`src/rtl/codec_slot_engine.sv`:
```
module codec_slot_engine #(
  parameter int SLOT_W = 20,
  parameter int IDX_W  = 7,
  parameter int DATA_W = 16
) (
  input  logic              clk,
  input  logic              rst_n,
  input  logic              reg_wr,
  input  logic [1:0]        reg_sel,
  input  logic [SLOT_W-1:0] reg_wdata,
  output logic              cdc_req,
  output logic              cdc_rd,
  output logic [IDX_W-1:0]  cdc_idx,
  output logic [DATA_W-1:0] cdc_wdata,
  input  logic              cdc_ack,
  input  logic [DATA_W-1:0] cdc_rdata,
  output logic [SLOT_W-1:0] rx1_word,
  output logic [SLOT_W-1:0] rx2_word,
  output logic [6:0]        flags
);
  localparam int RD_BIT  = SLOT_W - 1;
  localparam int IDX_TOP = SLOT_W - 2;
  localparam int PAD     = SLOT_W - DATA_W;
  localparam int F_TX1E = 0, F_TX2E = 1, F_TXBE = 2;
  localparam int F_RX1B = 3, F_RX2B = 4, F_RX1V = 5, F_RX2V = 6;
  localparam logic [6:0] FLAGS_RST = 7'h07;
  localparam logic [1:0] SEL_S1 = 2'd0, SEL_S2 = 2'd1, SEL_CTL = 2'd2;

  logic [SLOT_W-1:0] s1_word, s2_word;
  logic wr_s1, wr_s2, clr, launch, done;

  assign wr_s1  = reg_wr && reg_sel == SEL_S1;
  assign wr_s2  = reg_wr && reg_sel == SEL_S2;
  assign clr    = reg_wr && reg_sel == SEL_CTL && !reg_wdata[0];
  assign launch = wr_s1 && !cdc_req;
  assign done   = cdc_req && cdc_ack;

  always_ff @(posedge clk) begin
    if (!rst_n || clr) begin
      s1_word   <= '0;
      s2_word   <= '0;
      rx1_word  <= '0;
      rx2_word  <= '0;
      flags     <= FLAGS_RST;
      cdc_req   <= 1'b0;
      cdc_rd    <= 1'b0;
      cdc_idx   <= '0;
      cdc_wdata <= '0;
    end else begin
      if (wr_s2) begin
        s2_word        <= reg_wdata;
        flags[F_TX2E]  <= 1'b0;
        flags[F_TXBE]  <= 1'b0;
      end
      if (launch) begin
        s1_word        <= reg_wdata;
        flags[F_TX1E]  <= 1'b0;
        flags[F_TXBE]  <= 1'b0;
        cdc_req        <= 1'b1;
        cdc_rd         <= reg_wdata[RD_BIT];
        cdc_idx        <= reg_wdata[IDX_TOP -: IDX_W];
        cdc_wdata      <= s2_word[RD_BIT -: DATA_W];
        if (reg_wdata[RD_BIT]) begin
          flags[F_RX1B] <= 1'b1;
          flags[F_RX2B] <= 1'b1;
        end
      end
      if (done) begin
        cdc_req <= 1'b0;
        if (cdc_rd) begin
          rx1_word      <= s1_word & ~(SLOT_W'(1) << RD_BIT);
          rx2_word      <= {cdc_rdata, {PAD{1'b0}}};
          flags[F_RX1B] <= 1'b0;
          flags[F_RX2B] <= 1'b0;
          flags[F_RX1V] <= 1'b1;
          flags[F_RX2V] <= 1'b1;
        end
      end
    end
  end

  // clear restores the reset picture
  a_r8_clear_restores: assert property (@(posedge clk) disable iff (!rst_n)
    clr |=> flags == FLAGS_RST && !cdc_req && rx1_word == '0 && rx2_word == '0);

  a_r3_launch_raises_req: assert property (@(posedge clk) disable iff (!rst_n)
    (wr_s1 && !cdc_req) |=> cdc_req && cdc_rd == $past(reg_wdata[RD_BIT]) && !flags[F_TX1E]);

  a_r4_busy_while_read: assert property (@(posedge clk) disable iff (!rst_n)
    (cdc_req && cdc_rd) |-> flags[F_RX1B] && flags[F_RX2B]);

  a_r5_read_completes: assert property (@(posedge clk) disable iff (!rst_n)
    (done && cdc_rd && !reg_wr) |=> !cdc_req && flags[F_RX1V] && flags[F_RX2V]
      && !flags[F_RX1B] && !flags[F_RX2B] && !rx1_word[RD_BIT]);

  a_r6_write_ack_keeps_rx: assert property (@(posedge clk) disable iff (!rst_n)
    (done && !cdc_rd && !reg_wr) |=> !cdc_req && $stable(rx1_word) && $stable(rx2_word));

  a_r7_request_held: assert property (@(posedge clk) disable iff (!rst_n)
    (cdc_req && !cdc_ack && !clr) |=> cdc_req && $stable(cdc_idx) && $stable(cdc_rd)
      && $stable(cdc_wdata));

  a_r9_stray_ack: assert property (@(posedge clk) disable iff (!rst_n)
    (!cdc_req && cdc_ack && !reg_wr) |=> $stable(rx1_word) && $stable(rx2_word) && !cdc_req);
endmodule

```
`config.mk`:
```
export PLATFORM = sky130hd
export DESIGN_NAME = codec_slot_engine
export DESIGN_NICKNAME = d
export VERILOG_FILES = /design/src/rtl/codec_slot_engine.sv
export SDC_FILE = /design/constraint.sdc
export NUM_CORES = 1
export LEC_CHECK = 0
export BUFFER_PORTS_ARGS = -buffer_cell sky130_fd_sc_hd__clkbuf_2
export CORE_MARGIN = 3
export CORE_UTILIZATION = 40
export DETAILED_ROUTE_END_ITERATION = 6
export GPL_TIMING_DRIVEN = 0
export PLACE_DENSITY_LB_ADDON = 0.2
export REMOVE_ABC_BUFFERS = 1
export SLEW_MARGIN = 10
export SYNTH_ARGS = -nofsm -noshare
export SYNTH_HDL_FRONTEND = slang
export SYNTH_SLANG_ARGS = --single-unit
```
`constraint.sdc`:
```
create_clock -name clk -period 1.5 [get_ports clk]
set_clock_uncertainty 0.05 [all_clocks]
set_input_delay 0.075 -clock clk [delete_from_list [all_inputs] [get_ports clk]]
set_output_delay 0.075 -clock clk [all_outputs]
set_load 0.02 [all_outputs]
```
==> summary.md <==
| Metric | Value |
|---|---|
| Cts bufs inserted | `9` |
| Layout cell share with drive strength beyond 1 | `24.86%` |
| Crit end category | `flip-flop` |
| CP Launch Point | `cdc_req$_SDFFE_PP0N_` |
| # rows | `32` |
| Vias in the first global route | `2887` |
| Mapped Cells | `416` |
| Detailed-route DRC error count | `0` |
| Total of max-cap violations | `0` |
| Worst-Margin Slew | `0.8223 ns` |
| Clk_lat worst skew | `0.34 ns` |
| CTS HTree Levels | `3` |
| Setup slack, reg-to-reg | `0.05 ns` |
| Final min period | `1.451 ns` |
| DRT iter0 DRCs | `between 80 and 90` |
| PD cells | `just over 1000 nW/µm²` |
| Yosys reg bits | `94` |
| Final TNS setup | `0 ns` |
| Synth cell types | `21` |
| Arr. time, crit path | `1.64 ns` |
| Dpl hpwl | `about 4.9 mm` |
| Clock Sinks | `94` |
| NetSw | `1.072 mW` |
| # setup viols final | `0` |
| WL per Instance | `12.97 µm` |
| Syn. warnings | `0` |
| VDD IR max | `0.7088 mV` |
| Clk pwr share | `37.1%` |
| Multi-input logic area | `1289 µm²` |
| Clk slew on worst S/H paths | `around 0.090 ns` |
| Combinational Power Share | `7.8%` |
| Core area | `7888 µm²` |
| Ys async rst share | `0%` |
| Synth Flop Type | `dfxtp_1` |
| Clock Path Buffers | `2` |
| Dpl cell area | `3852 µm²` |
| Gpl congestion | `0.7707` |
| TritonCTS clock tree | `built` |
| EDFF count, synth | `0` |
| Worst hold path startpoint | `rst_n` |
| Mean number of vias per cell | `4.675` |
| Final Net Count | `584` |
| Fillers | `between 700 and 800` |
| Register area share after synthesis | `56.52%` |
| Internal power | `roughly 3.6 mW` |
| Pleak | `1.788 nW` |
| CP Class | `flip-flop to flip-flop` |
| Share of power burned in registers | `about 55%` |
| DIE WIDTH | `between 90 and 100 µm` |
| Status | `complete, no violations` |
| Area delta synth->final | `34.50%` |
| Slew Limit Fails | `0` |
| Period utilization | `96.75%` |
| Sw Share | `23.13%` |
| Post-route cell area | `between 4000 and 5000 µm²` |
| Largest net degree at the start of global routing | `59` |
| Drt first pass iters | `6` |
| Routed Antenna Nets | `0` |
| Crit-path max FO | `20` |
| Critical Path Start Type | `flip-flop` |
| WP data required | `around 1.7 ns` |
| Grt ovf | `0` |
| Ant diodes | `0` |
| Routed WL | `8.420 mm` |
| # IOs | `between 100 and 150` |
| Overall via count from detail_route | `3034` |
| Clk root buf | `clkbuf_8` |
| Post-synthesis cell area | `3329 µm²` |
| Worst Hold Class | `input pin to flip-flop` |
| Fmax | `0.6891 GHz` |
| First-pass GRT wire length | `between 10 and 15 mm` |
| RSZ-0062 raised after global routing | `false` |
| Synth Area per Inst | `8.003 µm²` |
| Global Route Usage Sum | `17.53%` |
| Hold slack | `0.2195 ns` |
| Launching point of the worst reg2reg path | `cdc_req$_SDFFE_PP0N_` |
| Slew HR | `45.02%` |
| Design Power | `4.637 mW` |
| Final Hold Vio Count | `0` |
| Initial core utilization | `a little over two fifths` |
| Sequential Area | `about 1900 µm²` |
| Die height | `97.24 µm` |
| Initial antenna violation count | `0` |
| Die area | `~9500 µm²` |
| IO buf count | `roughly 110` |
==> worst paths after layout <==
path / endpoint / depth (start not counted)
worst max-delay path: flags[2]$_SDFFE_PP1P_ / 2
worst min-delay path: cdc_req$_SDFFE_PP0N_ / 3
worst max register to register: flags[2]$_SDFFE_PP1P_ / 2
worst min register to register: cdc_wdata[8]$_SDFFE_PP0N_ / 2
==> state kept, by name, summed over array words and instances (netlist names) <==
signal and flops:
cdc_req 1, cdc_wdata 16, s2_word 16, flags 6, rx1_word 19, cdc_idx 7, rx2_word 16, cdc_rd 1
s1_word 12
==> worst max-delay path, cell delays in order, from the launching register on <==
cell and delay [ns]:
dfxtp_4 0.39, or4b_4 0.65, a31o_1 0.26
==> power groups by stage <==
stage          sequential [mW]  clock, mW  combinational (mW)
6_report                  2.56       1.72               0.362
5_1_grt                   2.56       1.87               0.395
4_1_cts                   2.56       1.77               0.363
3_5_place_dp              2.62          0               0.273
3_3_place_gp              2.61          0               0.258
2_1_floorplan             2.63          0               0.119
==> layout make-up <==
type | count | share of cell area, %
repair buffers | 151 | 21.57
clock inverters | 4 | 1.229
multi-input cells | 286 | 28.78
well taps | 102 | 2.850
flip-flops and latches | 94 | 42.11
clock buffers | 12 | 3.465
==> layer usage <==
layer	vias up	global-route usage, %	share of wire (%)
met4	0	3.514	0.31
li1	1580	-	-
met5	-	0	0
met3	2	5.671	6.2
met1	1362	20.77	45
met2	90	31.16	49
==> layout by cell type (no fill, tap or decap), types with 2 or more instances in the layout <==
| master | synthesis | final |
|---|---|---|
| nand2_1 | 175 | 174 |
| clkbuf_2 | 0 | 108 |
| dfxtp_1 | 94 | 93 |
| a21oi_1 | 90 | 90 |
| dlygate4sd3_1 | 0 | 37 |
| clkbuf_8 | 0 | 11 |
| conb_1 | 1 | 5 |
| buf_4 | 15 | 4 |
| or4b_4 | 1 | 2 |
| nor3_1 | 2 | 2 |
| nor2_1 | 2 | 2 |
| a21o_1 | 2 | 2 |
| clkinv_4 | 0 | 2 |
==> synthesized netlist by cell type, drive strengths merged, types with 2 or more instances <==
| cell | number | area share [%] |
|---|---|---|
| buf | 29 | 5.5 |
| a21oi | 90 | 14 |
| clkbuf | 12 | 1.4 |
| nor2 | 2 | 0.23 |
| a21o | 2 | 0.45 |
| nor3 | 2 | 0.30 |
| nand2 | 175 | 20 |
| dfxtp | 94 | 57 |
==> metrics by stage <==
| stage | instances | setup slack (ns) | utilization, % |
|---|---|---|---|
| 4_1_cts | 650 | 0.03496 | 56.84 |
| 5_1_grt | 649 | 0.005746 | 56.77 |
| 3_3_place_gp | 589 | -4.292 | 47.99 |
| 6_report | 649 | 0.04874 | 56.77 |
| 2_1_floorplan | 379 | -2.438 | - |
| 3_5_place_dp | 594 | -0.4138 | 48.84 |
==> kinds of logic (layout without fill, tap and decap cells) <==
group / Yosys count / in the layout / synth area share [%]
and+or+nand+nor: 187 / 188 / 22.29
AOI/OAI and AO/OA: 93 / 93 / 14.24
DFF: 94 / 94 / 56.52
buffers and inverters: 41 / 167 / 6.840
other: 1 / 5 / 0.1126
==> repair_timing <==
action,CTS,global route
pin swaps,3,0
endpoints found under the hold margin,54,0
gates cloned,1,0
setup endpoints to repair,76,4
setup buffers,2,0
resized for setup,5,1
hold buffers,37,0
(Power assumes the default switching activity.)
